`config.mk`:
```
export PLATFORM = sky130hd
export DESIGN_NAME = gpio_regblk
export DESIGN_NICKNAME = d
export VERILOG_FILES = /design/src/rtl/gpio_regblk_pkg.sv /design/src/rtl/gpio_acc_decode.sv /design/src/rtl/gpio_cfg_regs.sv /design/src/rtl/gpio_level_ctrl.sv /design/src/rtl/gpio_regblk.sv
export SDC_FILE = /design/constraint.sdc
export NUM_CORES = 1
export LEC_CHECK = 0
export BUFFER_PORTS_ARGS = -buffer_cell sky130_fd_sc_hd__clkbuf_2
export CAP_MARGIN = 20
export CORE_MARGIN = 2
export CORE_UTILIZATION = 55
export CTS_BUF_LIST = sky130_fd_sc_hd__clkbuf_8
export DETAILED_ROUTE_END_ITERATION = 8
export GPL_TIMING_DRIVEN = 0
export HOLD_SLACK_MARGIN = 0.12
export PLACE_DENSITY = 0.82
export SETUP_SLACK_MARGIN = 0.2
export SLEW_MARGIN = 20
export SYNTH_ARGS = -nofsm -noshare
export SYNTH_HDL_FRONTEND = slang
export SYNTH_SLANG_ARGS = --single-unit
```
`constraint.sdc`:
```
create_clock -name clk -period 2.7 [get_ports clk]
set_clock_uncertainty 0.2 [all_clocks]
set_input_delay 0.27 -clock clk [delete_from_list [all_inputs] [get_ports clk]]
set_output_delay 0.27 -clock clk [all_outputs]
set_load 0.01 [all_outputs]
```
`src/rtl/gpio_regblk_pkg.sv`:
```
package gpio_regblk_pkg;

    localparam int unsigned DATA_W = 32;

    localparam int unsigned OFS_LEVEL = 32'h00;
    localparam int unsigned OFS_DIR   = 32'h04;
    localparam int unsigned OFS_SET   = 32'h08;
    localparam int unsigned OFS_CLR   = 32'h0C;
    localparam int unsigned OFS_RISE  = 32'h10;
    localparam int unsigned OFS_FALL  = 32'h14;
    localparam int unsigned OFS_EDGE  = 32'h18;
    localparam int unsigned OFS_AUX   = 32'h20;

    typedef enum logic [3:0] {
        ACC_NONE,
        ACC_RD_LEVEL,
        ACC_RD_DIR,
        ACC_RD_AUX,
        ACC_RD_BAD,
        ACC_WR_DIR,
        ACC_WR_SET,
        ACC_WR_CLR,
        ACC_WR_AUX,
        ACC_WR_EDGE,
        ACC_WR_BAD,
        ACC_WR_REJ
    } acc_kind_e;

endpackage

```
`src/rtl/gpio_acc_decode.sv`:
```
module gpio_acc_decode
    import gpio_regblk_pkg::*;
#(
    parameter int unsigned ADDR_W = 8
) (
    input  logic              valid,
    input  logic              write,
    input  logic [ADDR_W-1:0] addr,
    output acc_kind_e         kind
);
    localparam int unsigned LSB_W = 2;

    logic        aligned;
    logic [31:0] ofs;

    always_comb begin
        aligned = (addr[LSB_W-1:0] == '0);
        ofs     = 32'(addr);
        kind    = ACC_NONE;
        if (valid) begin
            if (!aligned) begin
                kind = write ? ACC_WR_BAD : ACC_RD_BAD;
            end else if (write) begin
                unique case (ofs)
                    OFS_DIR:                      kind = ACC_WR_DIR;
                    OFS_SET:                      kind = ACC_WR_SET;
                    OFS_CLR:                      kind = ACC_WR_CLR;
                    OFS_RISE, OFS_FALL, OFS_EDGE: kind = ACC_WR_EDGE;
                    OFS_AUX:                      kind = ACC_WR_AUX;
                    default:                      kind = ACC_WR_BAD;
                endcase
            end else begin
                unique case (ofs)
                    OFS_LEVEL: kind = ACC_RD_LEVEL;
                    OFS_DIR:   kind = ACC_RD_DIR;
                    OFS_AUX:   kind = ACC_RD_AUX;
                    default:   kind = ACC_RD_BAD;
                endcase
            end
        end
    end

endmodule

```
`src/rtl/gpio_cfg_regs.sv`:
```
module gpio_cfg_regs
    import gpio_regblk_pkg::*;
#(
    parameter int unsigned WIDTH = DATA_W
) (
    input  logic             clk,
    input  logic             rst_n,
    input  acc_kind_e        kind,
    input  logic [WIDTH-1:0] wdata,
    output logic [WIDTH-1:0] dir_q,
    output logic [WIDTH-1:0] aux_q
);

    always_ff @(posedge clk or negedge rst_n) begin
        if (!rst_n) begin
            dir_q <= '0;
            aux_q <= '0;
        end else begin
            if (kind == ACC_WR_DIR) dir_q <= wdata;
            if (kind == ACC_WR_AUX) aux_q <= wdata;
        end
    end

    assert_edge_noop_R7: assert property (@(posedge clk) disable iff (!rst_n)
        (kind == ACC_WR_EDGE || kind == ACC_WR_BAD) |=> ($stable(dir_q) && $stable(aux_q)));

    assert_dir_load_R3: assert property (@(posedge clk) disable iff (!rst_n)
        (kind == ACC_WR_DIR) |=> (dir_q == $past(wdata)));

endmodule

```
`src/rtl/gpio_level_ctrl.sv`:
```
module gpio_level_ctrl
    import gpio_regblk_pkg::*;
#(
    parameter int unsigned WIDTH = DATA_W
) (
    input  logic             clk,
    input  logic             rst_n,
    input  acc_kind_e        kind,
    input  logic [WIDTH-1:0] wdata,
    input  logic [WIDTH-1:0] dir,
    output logic             overlap,
    output logic [WIDTH-1:0] level_q
);

    always_comb overlap = |(dir & wdata);

    always_ff @(posedge clk or negedge rst_n) begin
        if (!rst_n) begin
            level_q <= '0;
        end else if (overlap) begin
            if (kind == ACC_WR_SET)      level_q <= level_q | wdata;
            else if (kind == ACC_WR_CLR) level_q <= level_q & ~wdata;
        end
    end

    assert_set_apply_R4: assert property (@(posedge clk) disable iff (!rst_n)
        (kind == ACC_WR_SET && overlap) |=> (level_q == ($past(level_q) | $past(wdata))));

    assert_clr_apply_R5: assert property (@(posedge clk) disable iff (!rst_n)
        (kind == ACC_WR_CLR && overlap) |=> (level_q == ($past(level_q) & ~$past(wdata))));

    assert_reject_hold_R6: assert property (@(posedge clk) disable iff (!rst_n)
        ((kind == ACC_WR_SET || kind == ACC_WR_CLR) && !overlap) |=> $stable(level_q));

endmodule

```
`src/rtl/gpio_regblk.sv`:
```
module gpio_regblk
    import gpio_regblk_pkg::*;
#(
    parameter int unsigned ADDR_W = 8,
    parameter int unsigned WIDTH  = DATA_W
) (
    input  logic              clk,
    input  logic              rst_n,
    input  logic              req_valid,
    input  logic              req_write,
    input  logic [ADDR_W-1:0] req_addr,
    input  logic [WIDTH-1:0]  req_wdata,
    output logic [WIDTH-1:0]  rsp_rdata,
    output logic [WIDTH-1:0]  pin_level,
    output logic [WIDTH-1:0]  pin_oe,
    output logic              err_bad_rd,
    output logic              err_bad_wr,
    output logic              err_wr_input
);

    acc_kind_e        kind;
    acc_kind_e        st_q;
    acc_kind_e        st_d;
    logic             overlap;
    logic [WIDTH-1:0] level_q;
    logic [WIDTH-1:0] dir_q;
    logic [WIDTH-1:0] aux_q;
    logic [WIDTH-1:0] rdata_q;

    gpio_acc_decode #(.ADDR_W(ADDR_W)) u_dec (
        .valid (req_valid),
        .write (req_write),
        .addr  (req_addr),
        .kind  (kind)
    );

    gpio_cfg_regs #(.WIDTH(WIDTH)) u_cfg (
        .clk   (clk),
        .rst_n (rst_n),
        .kind  (kind),
        .wdata (req_wdata),
        .dir_q (dir_q),
        .aux_q (aux_q)
    );

    gpio_level_ctrl #(.WIDTH(WIDTH)) u_lvl (
        .clk     (clk),
        .rst_n   (rst_n),
        .kind    (kind),
        .wdata   (req_wdata),
        .dir     (dir_q),
        .overlap (overlap),
        .level_q (level_q)
    );

    // Next response state: rejected strobes are renamed here.
    always_comb begin
        st_d = kind;
        if ((kind == ACC_WR_SET || kind == ACC_WR_CLR) && !overlap) st_d = ACC_WR_REJ;
    end

    // State register and registered read data.
    always_ff @(posedge clk or negedge rst_n) begin
        if (!rst_n) begin
            st_q    <= ACC_NONE;
            rdata_q <= '0;
        end else begin
            st_q <= st_d;
            unique case (kind)
                ACC_RD_LEVEL: rdata_q <= level_q;
                ACC_RD_DIR:   rdata_q <= dir_q;
                ACC_RD_AUX:   rdata_q <= aux_q;
                default:      rdata_q <= '0;
            endcase
        end
    end

    // Outputs decoded from the response state.
    always_comb begin
        rsp_rdata    = rdata_q;
        pin_level    = level_q;
        pin_oe       = dir_q;
        err_bad_rd   = 1'b0;
        err_bad_wr   = 1'b0;
        err_wr_input = 1'b0;
        unique case (st_q)
            ACC_RD_BAD: err_bad_rd   = 1'b1;
            ACC_WR_BAD: err_bad_wr   = 1'b1;
            ACC_WR_REJ: err_wr_input = 1'b1;
            default: ;
        endcase
    end

    assert_err_onehot_R9: assert property (@(posedge clk) disable iff (!rst_n)
        $onehot0({err_bad_rd, err_bad_wr, err_wr_input}));

    assert_bad_rd_zero_R8: assert property (@(posedge clk) disable iff (!rst_n)
        err_bad_rd |-> (rsp_rdata == '0));

    assert_idle_hold_R10: assert property (@(posedge clk) disable iff (!rst_n)
        !req_valid |=> ($stable(pin_level) && $stable(pin_oe) && rsp_rdata == '0
                        && !err_bad_rd && !err_bad_wr && !err_wr_input));

endmodule

```
# Yosys cells after proc, flatten, opt, wreduce, memory -nomap -nowiden
# Index checks and enable logic that the tools add are counted.
# word_totals
latchBits	0
ramBits	0
out_inout_bits	99
in_bits	44
ff_bits	132
rom_bits	0
wordCells	48
memories	0
# op_classes
bitwise_logic	4
n_mux	13
addsub	0
multipliers	0
div_mod_pow	0
reduce_logical	9
order_cmp	0
shift	0
eq_ne	17
# ops
op	n
32-bit one-hot mux with 3 select lines	1
32-bit bitwise AND	2
32-bit two-way mux	2
32-bit inverter	1
32-bit bitwise OR	1
32-bit OR reduction	1
8-bit by 5-bit == test with 1-bit output, second input constant	3
4-bit two-way mux	5
4-bit one-hot mux with 5 select lines	1
4-bit by 3-bit == test with 1-bit output, second input constant	4
8-bit by 4-bit == test with 1-bit output, second input constant	2
4-bit == test, second input constant	3
3-bit one-hot mux with 3 select lines	1
4-bit by 2-bit == test with 1-bit output, second input constant	2
8-bit by 3-bit == test with 1-bit output, second input constant	1
8-bit by 6-bit == test with 1-bit output, second input constant	1
8-bit zero test	1
4-bit by 1-bit == test with 1-bit output, second input constant	1
1-bit two-way mux	3
3-bit OR reduction	1
2-bit zero test	1
2-bit AND reduction	1
2-bit nonzero test	1
1-bit logical AND	1
other kinds (2)	2

# Logic depth before layout (Yosys ltp)
# Gate-level depths: netlist of run 1.
# depth
ltp_word	10
depth_mapped	8
depth_no_buf	5

# Cells and area by module
# A second synthesis of run 1 with hierarchy kept.
# hier_totals
cells_unflattened	452
hier_area_um2	6172.2
# by_module_without_submodules
module	cells_per_inst	seq_area_each_um2	n_inst	area_per_inst_um2
gpio_cfg_regs	137	1601.5	1	2438.6
gpio_regblk	123	900.9	1	1859.3
gpio_level_ctrl	168	800.8	1	1717.9
gpio_acc_decode	24	0.0	1	156.4

# Worst setup path before layout of run 1
# Ideal clock, no wire load.
# synth_timing
path_kind	input-to-reg
start	input port req_addr[7]
end	register u_cfg.dir_q[10]
setup_time_ns	0.125
t_arrival_ns	2.040
required_time_ns	2.375
stages	6
path_buffers	1
path_slack_ns	0.335
path_cell_list	or4_4 -> nor4_4 -> o211ai_1 -> nor3_4 -> buf_6 -> mux2_2
# synth_between
elab_chain_len	7
elab_cells_between_ends	15
cone_classes	eq/ne: 8; mux: 5; reduce/logical: 2
# synth_rtl
item	line	source
from (decl)	gpio_regblk.sv:11	input logic [ADDR_W-1:0] req_addr,
8-bit by 5-bit == test with 1-bit output	gpio_acc_decode.sv:24	unique case (ofs)
3-bit OR reduction	gpio_acc_decode.sv:24	
4-bit one-hot mux with 5 select lines	gpio_acc_decode.sv:24	
4-bit two-way mux (*)	gpio_acc_decode.sv:23	end else if (write) begin
4-bit two-way mux (*)	gpio_acc_decode.sv:21	if (!aligned) begin
4-bit two-way mux (*)	gpio_acc_decode.sv:20	if (valid) begin
4-bit by 3-bit == test with 1-bit output (*)	gpio_cfg_regs.sv:19	if (kind == ACC_WR_DIR) dir_q <= wdata;
to (signal assigned)	gpio_cfg_regs.sv:19	
to (decl)	gpio_cfg_regs.sv:10	output logic [WIDTH-1:0] dir_q,
# Mark *: on every way between the ends. The rest lies on a longest branch, timed or not.
# A chain may end at the register's enable or synchronous reset.

==> impl_metrics.ini, run 1 <==
[synthesis]
seq_area_frac_synth = 0.572
yosysMostFrequentCell = dfrtp_1
synth_common_cells = 132 x dfrtp_1, 91 x mux2_2, 33 x nand3_1
yosys_warnings = 0
netlist_instances = 421
postSynthAreaPerCell_um2 = 13.7
synth_area_leader_cell = dfrtp_1
yosys_most_used_dff = dfrtp_1
synthesis.area_um2 = 5770
yosysUniqueCellTypes = 35
ys_ff_latch = 132
synth_top_cell_area_share = 0.572
synth-edff-count = 0
syn-num-nets = 465
synth_area_leaders = dfrtp_1 57%, mux2_2 18%, mux2i_1 5.6%
synthArstFlopShare = 1.00

[cts]
htreeDepth = 4
clk_pin_slew_ns = 0.08
clk_path_buf_depth = 2
cts_tree = yes
cts_inserted_buffers = 17
root_buffer = clkbuf_8
clk_latency_ns = 0.43
cts.sinks = 132

[timing]
worst_pin_slew_ns = 0.720
min_period_over_period = 0.923
max_slew_margin = 0.520
min_period_ns = 2.49
rsz0062_at_grt = true
setup_viol = 0
slew_viol_final = 0
hold_violations = 0
fmax_ghz = 0.401
layout_setup_ws_ns = 0.209

[cells_and_area]
final_area_um2 = 7590
layout.nets = 665
num-fill-cells = 677
multi_input_area_um2 = 2330
syn2layout_area_growth_pct = 31.6
drive_gt1_frac = 0.470
n_antenna_cell = 0
ff_latch_area_um2 = 3300
finish.utilization = 0.739

[placed_design]
postPlaceCellArea_um2 = 6670
dp_hpwl_um = 10600
io_buffer_count = 139
dp_slack_ns = -0.0797
gp_congestion = 0.918

[floorplanning]
chipWidth_um = 106
start_util = 0.561
die_area_um2 = 11300
rows = 37
core-area_um2 = 10300
io_pins = 143
die_y_um = 106

[route]
vias_per_cell = 5.88
via_count = 4529
drc = 0
dr.pass1.iters = 4
drt_iter0_markers = 299
wl_per_cell_um = 21.1
antenna_left = 0
drt-total-wl_um = 16300

[global_route]
first_global_vias = 4503
met1_usage = 0.399
use_met2 = 0.467
grt_busiest_layer = met2
antenna_found_initial = 0
met3_usage = 0.0601
grt_usage = 0.294
grt_overflow = 0
grt_max_degree = 68
grt_pass1_wl_um = 25000

[setup_path]
required_ns = 2.82
worstSetupPathType = input pin to register
critPathTopFamily = buffers and inverters
endpoint_kind = register
path_buf_inv = 4
cp-start-kind = input pin
cp_cell_sequence = dlygate4sd3_1, buf_4, a22oi_1, nand4_1, or4_4, buf_6, clkbuf_8, nand3_1, mux2_2
worst_ep_arrival_time_ns = 2.61
critPathMaxStageDelay_ns = 0.55
cp_max_fo = 10
cp_slowest_cell = or4_4

[power]
peakVddDrop_mv = 0.336
leakagePower_nw = 3.98
power.density_nw_per_um2 = 576

[outcome]
status = finished clean

[flow_run]
max-cap-violations = 0

[hold_path]
hold_class = input pin to async pin
## stage by stage
step,instances,total power [mW],TNS (ns),hold WS (ns)
after floorplan,421,2.30,0,-0.226
after global placement,696,2.48,-106.94,0.286
after detailed placement,697,2.51,-3.12,0.104
after CTS,768,4.36,0,0.179
after global routing,770,4.52,0,0.198
final,770,4.38,0,0.178
## layout by cell type, fill, tap and decap left out, types with 5 or more instances in the layout
| cell type | count |
|---|---|
| mux2_2 | 91 |
| a22oi_1 | 8 |
| dlygate4sd3_1 | 39 |
| clkbuf_1 | 8 |
| nand4_1 | 5 |
| buf_4 | 5 |
| clkbuf_2 | 138 |
| mux2_1 | 5 |
| o2bb2ai_1 | 32 |
| a22oi_2 | 8 |
| nor3_1 | 7 |
| dfrtp_1 | 132 |
| clkbuf_8 | 21 |
| nand3_1 | 33 |
| buf_6 | 7 |
| mux2i_1 | 32 |
| buf_2 | 9 |
## worst paths after layout
check | slack, ns | start | cells after the start | to
worst max-delay path | 0.21 | req_wdata[24] | 9 | register
worst min-delay path | 0.18 | rst_n | 2 | u_cfg.dir_q[20]
worst max register to register | 0.22 | u_cfg.dir_q[12] | 7 | register
worst min register to register | 0.31 | u_cfg.aux_q[14] | 1 | u_cfg.aux_q[14]
max in group asynchronous | 1.42 | rst_n | 3 | u_cfg.dir_q[3]
min in group clk | 0.21 | req_addr[6] | 4 | rsp_rdata[3]
## where the power goes
part | switching [mW] | internal [mW]
clock network | 0.773 | 1.03
registers | 0.0547 | 2.05
logic | 0.261 | 0.215
## area by class of cell
class | instances | area share
plain buffers | 30 | 0.0275
clock buffers | 18 | 0.0326
clock inverters | 14 | 0.0244
inverters | 2 | 0.000989
multi-input cells | 257 | 0.307
flip-flops and latches | 132 | 0.435
well taps | 136 | 0.0224
repair buffers | 181 | 0.150
## cell families after synthesis
group / after synthesis / share of synthesized area
buf+inv: 32 / 0.0314
mux: 128 / 0.243
flops: 132 / 0.572
xor+xnor: 1 / 0.00152
simple gates: 70 / 0.0716
compound gates: 58 / 0.0802
## worst register-to-register path, delay by kind of cell, from the launching register on
| kind | cells | cell delay, ns |
|---|---|---|
| muxes | 1 | 0.35 |
| AOI/OAI and AO/OA | 1 | 0.25 |
| buffers and inverters | 2 | 0.33 |
| and+or+nand+nor | 3 | 0.80 |
| DFF | 1 | 0.43 |
## per-layer routing
| layer | up-vias | part of all wire |
|---|---|---|
| met1 | 2293 | 0.41 |
| met5 | - | 0 |
| met3 | 28 | 0.064 |
| li1 | 1989 | - |
| met2 | 219 | 0.51 |
| met4 | 0 | 0.022 |
## timing repair
| item | 4_1_cts | 5_1_grt |
|---|---|---|
| gates resized for setup | 13 | 13 |
| buffers inserted | 0 | 2 |
| endpoints found under the setup margin | 29 | 64 |
| endpoints found under the hold margin | 232 | 0 |
| hold buffers | 39 | 0 |
| pin swaps | 0 | 4 |
Note: power is estimated with default switching activity, not from simulation.
==> run 2, diff against run 1 <==
- CORE_UTILIZATION: 55 -> 53
- CTS_BUF_LIST: sky130_fd_sc_hd__clkbuf_8 -> sky130_fd_sc_hd__clkbuf_8 sky130_fd_sc_hd__clkbuf_16
- PLACE_DENSITY: 0.82 -> 0.79
==> run 2 against run 1 <==
Largest power group is now clock; combinational power increased by 1%; non-clock buffer count increased by 1; critical path type is now register to register; register-to-register slack about the same; utilization shrank 1.2 points; clock power grew 35%; sequential power hardly changed; cell count increased by 0.65%; die area rose by 3.6%.
==> impl_metrics.ini, run 2 (synthesis gave the netlist of run 1 again) <==
[placed_design]
gp_congestion = 0.843
dp_hpwl_um = 10400
dp_slack_ns = -0.179
io_buffer_count = 139

[setup_path]
cp_max_fo = 10
endpoint_kind = register
worstSetupPathType = register to register
worst_ep_arrival_time_ns = 2.68
cp-start-kind = register
required_ns = 2.90

[floorplanning]
die_area_um2 = 11700
start_util = 0.537
core-area_um2 = 10700
io_pins = 143
rows = 38
die_y_um = 108
chipWidth_um = 108

[power]
peakVddDrop_mv = 0.368
switching_power_mw = 1.13
clock_power_share = 0.485
p_int_mw = 3.88
switching_share = 0.226
p_seq_frac = 0.419
p_comb_frac = 0.096
power.density_nw_per_um2 = 643
leakagePower_nw = 4.09

[timing]
rsz0062_at_grt = false
worst_pin_slew_ns = 0.807
min_period_ns = 2.48
hold_violations = 0
setup_viol = 0
layout_setup_ws_ns = 0.217
slew_viol_final = 0
max_slew_margin = 0.462
fmax_ghz = 0.403
min_period_over_period = 0.920
holdWs_ns = 0.104

[cells_and_area]
layout.nets = 666
n_antenna_cell = 0
layout_common_cells = 138 x clkbuf_2, 132 x dfrtp_1, 91 x mux2_2
drive_gt1_frac = 0.469
mostFrequentLayoutCell = clkbuf_2
finish.utilization = 0.726
syn2layout_area_growth_pct = 35.3

[cts]
cts.sinks = 132
root_buffer = clkbuf_8
clk_pin_slew_ns = 0.06
clk_path_buf_depth = 2
cts_inserted_buffers = 17
htreeDepth = 4
clk_latency_ns = 0.52
cts_tree = yes

[outcome]
status = finished clean

[route]
antenna_left = 0
via_count = 4491
drt_iter0_markers = 315
drt-total-wl_um = 16000
wl_per_cell_um = 20.7
dr.pass1.iters = 5
vias_per_cell = 5.79
drc = 0

[global_route]
grt_pass1_wl_um = 24300
grt_usage = 0.281
antenna_found_initial = 0
grt_overflow = 0
first_global_vias = 4430
grt_max_degree = 70

[flow_run]
max-cap-violations = 0

[hold_path]
hold_class = input pin to async pin
-- run 2: cell types whose count changed in the layout (fill, tap and decap cells not counted) --
cell / before / now
clkbuf_16: 0 / 16
buf_6: 7 / 8
nand3_1: 33 / 32
clkinv_2: 4 / 2
clkbuf_8: 21 / 9
nand3_2: 0 / 1
buf_4: 5 / 4
inv_1: 3 / 4
clkbuf_4: 1 / 0
a22oi_2: 8 / 7
clkinv_4: 2 / 0
buf_2: 9 / 11
a22oi_1: 8 / 9
inv_6: 1 / 0
-- run 2: path summary, 6_finish.rpt --
path / start / end / slack, ns / cells past startpoint
hold reg to reg: u_cfg.aux_q[0] / u_cfg.aux_q[0] / 0.30 / 1
min in group clk: req_addr[0] / rsp_rdata[3] / 0.17 / 4
setup / recovery: u_cfg.dir_q[27] / register / 0.22 / 7
max in group asynchronous: rst_n / rsp_rdata[2] / 1.48 / 3
setup reg to reg: u_cfg.dir_q[27] / register / 0.22 / 7
hold / removal: rst_n / u_cfg.dir_q[18] / 0.10 / 2
-- run 2: worst max-delay path, stage by stage, from the launching register on --
cell	delay [ns]
dfrtp_1	0.42
a22oi_1	0.25
nand4_1	0.19
or4_4	0.52
buf_6	0.16
clkbuf_8	0.17
nand3_1	0.10
mux2_2	0.35
-- run 2: per-stage QoR --
step	area [µm²]	power, mW	TNS, ns	std cells
after floorplan	5770	2.30	0	421
after detailed placement	6680	2.51	-4.05	701
after CTS	7760	5.00	0	773
final	7810	5.02	0	775
after global placement	6640	2.49	-108.99	700
after global routing	7810	5.17	0	775
-- run 2: repair_timing --
action	CTS	global route
hold buffers	39	0
buffers inserted	1	2
resized for setup	14	11
pin swaps	3	3
endpoints found under the hold margin	233	0
setup endpoints to repair	30	35
-- run 2: cell type report --
class	instances	area (µm²)
sequential	132	3300
multi-input combinational	257	2330
timing repair buffer	182	1140
tap	140	175
clock inverter	10	153
inverter	2	7.51
clock buffer	22	483
fill	735	2940
buffer	30	210
-- run 2: power groups by stage --
stage / logic, mW / clock network, mW / registers (mW)
final: 0.481 / 2.43 / 2.10
after global routing: 0.520 / 2.54 / 2.11
after CTS: 0.458 / 2.44 / 2.10
after detailed placement: 0.376 / 0 / 2.13
after global placement: 0.361 / 0 / 2.13
after floorplan: 0.168 / 0 / 2.13
-- run 2: metal layers --
layer | vias up | global-route usage | share of wire
li1 | 1993 | - | -
met2 | 191 | 0.458 | 0.49
met4 | 0 | 0.107 | 0.019
met3 | 29 | 0.0488 | 0.058
met5 | - | 0 | 0
met1 | 2278 | 0.378 | 0.44
==> run 3, diff against run 2 <==
- CORE_MARGIN: 2 -> unset
- RECOVER_POWER: unset -> 100
==> run 3 against run 2 <==
The flow now finishes with violations (capacitance limit, slew limit); fmax is 1.8% lower; combinational power is 6.2% lower; clock-buffer cell count is 5 lower; cell count is 0.77% lower; non-clock buffer count is 2 lower; global-route usage is 2.4 points higher; largest power group unchanged; first-iteration DRC count is 11% higher; sequential power hardly changed; final area is 2.3% lower.
==> impl_metrics.ini, run 3 (synthesis gave the netlist of run 1 again) <==
[global_route]
met1_usage = 0.396
grt_max_degree = 74
met3_usage = 0.0503
grt_pass1_wl_um = 25600
antenna_found_initial = 0
grt_busiest_layer = met2
grt_usage = 0.305
use_met2 = 0.506
first_global_vias = 4630
grt_overflow = 0

[power]
leakagePower_nw = 3.71
power.density_nw_per_um2 = 665
power_mw = 5.07
peakVddDrop_mv = 0.482

[cells_and_area]
num-fill-cells = 718
finish.utilization = 0.729
layout_common_cells = 132 x dfrtp_1, 109 x clkbuf_1, 90 x mux2_2
fin_cells = 769
n_antenna_cell = 0
mostFrequentLayoutCell = dfrtp_1
layout.nets = 664
drive_gt1_frac = 0.303
syn2layout_area_growth_pct = 32.1

[route]
vias_per_cell = 5.92
antenna_left = 0
drc = 0
via_count = 4556
drt-total-wl_um = 16300
wl_per_cell_um = 21.2
drt_iter0_markers = 349
dr.pass1.iters = 5

[setup_path]
required_ns = 2.89
cp_cell_sequence = dlygate4sd3_1, clkbuf_2, a22oi_1, nand4_1, or4_4, buf_6, buf_4, nand3_1, mux2_2
critPathMaxStageDelay_ns = 0.56
worst_ep_arrival_time_ns = 2.72
cp_slowest_cell = or4_4
cp_max_fo = 10
r2r_slack_ns = 0.20
cp-start-kind = input pin
worstSetupPathType = input pin to register
startpoint = req_wdata[12]
r2r-start = u_cfg.dir_q[12]
critPathTopFamily = buffers and inverters
crit_cells = 9
endpoint_kind = register
path_buf_inv = 4
r2r_cells = 7

[timing]
min_period_ns = 2.53
setup_viol = 0
max_slew_margin = -0.215
layout_setup_ws_ns = 0.171
holdWs_ns = 0.155
rsz0062_at_grt = true
fmax_ghz = 0.395
hold_violations = 0
slew_viol_final = 73
min_period_over_period = 0.937
worst_pin_slew_ns = 1.82

[cts]
clk_pin_slew_ns = 0.06
cts.sinks = 132
clk_latency_ns = 0.52
cts_tree = yes
htreeDepth = 4
root_buffer = clkbuf_8
clk_path_buf_depth = 2
cts_inserted_buffers = 17

[placed_design]
io_buffer_count = 139
dp_slack_ns = -0.0928
gp_congestion = 0.879
dp_hpwl_um = 10300
dp.cells = 697

[floorplanning]
chipWidth_um = 106
io_pins = 143
core-area_um2 = 10500
rows = 37
start_util = 0.552
die_y_um = 106
die_area_um2 = 11300

[outcome]
status = finished, violations left
failed_checks = capacitance limit, slew limit

[hold_path]
hold_class = input pin to register

[flow_run]
max-cap-violations = 1
run 3: worst min-delay path, cell delays in order:
cell and delay, ns:
clkbuf_2 0.13, inv_1 0.10, o211ai_1 0.19, nor2_1 0.14
run 3: where the power goes:
group,internal (mW),total (mW),switching [mW]
Clock,1.60,2.52,0.915
Combinational,0.193,0.451,0.258
Sequential,2.05,2.10,0.0539
Total,3.85,5.07,1.23
run 3: layout make-up:
type / count / area [µm²] / share of cell area
Buffer: 30 / 193 / 0.0253
Tap cell: 136 / 170 / 0.0223
Sequential cell: 132 / 3300 / 0.433
Timing Repair Buffer: 180 / 993 / 0.130
Clock inverter: 15 / 229 / 0.0300
Clock buffer: 17 / 414 / 0.0543
Multi-Input combinational cell: 257 / 2310 / 0.304
Inverter: 2 / 7.51 / 0.000985
run 3: repair_timing:
item                                    CTS  global route
pin swaps                                 0             2
hold buffers                             39             0
resized for setup                        13            11
endpoints found under the hold margin   233             0
endpoints found under the setup margin   28            67
setup buffers                             1             0
run 3: routing by layer:
layer / part of all wire / vias to the layer above
met2: 0.50 / 229
met4: 0.024 / 0
met3: 0.068 / 40
met1: 0.40 / 2302
met5: 0 / -
li1: - / 1985
run 3: how the worst min path moves through the flow:
| stage | from | to | cells past startpoint |
|---|---|---|---|
| 2_1_floorplan | rst_n | async pin | 0 |
| 3_3_place_gp | u_cfg.aux_q[12] | u_cfg.aux_q[12] | 1 |
| 3_5_place_dp | rst_n | rsp_rdata[20] | 1 |
| 4_1_cts | req_write | st_q[2] | 4 |
| 5_1_grt | req_write | st_q[2] | 4 |
| 6_report | req_write | st_q[2] | 4 |
run 3: metrics by stage:
step           cell area, µm²  TNS (ns)
2_1_floorplan            5770         0
3_5_place_dp             6670     -1.46
3_3_place_gp             6640   -114.60
4_1_cts                  7760         0
6_report                 7620         0
5_1_grt                  7620         0
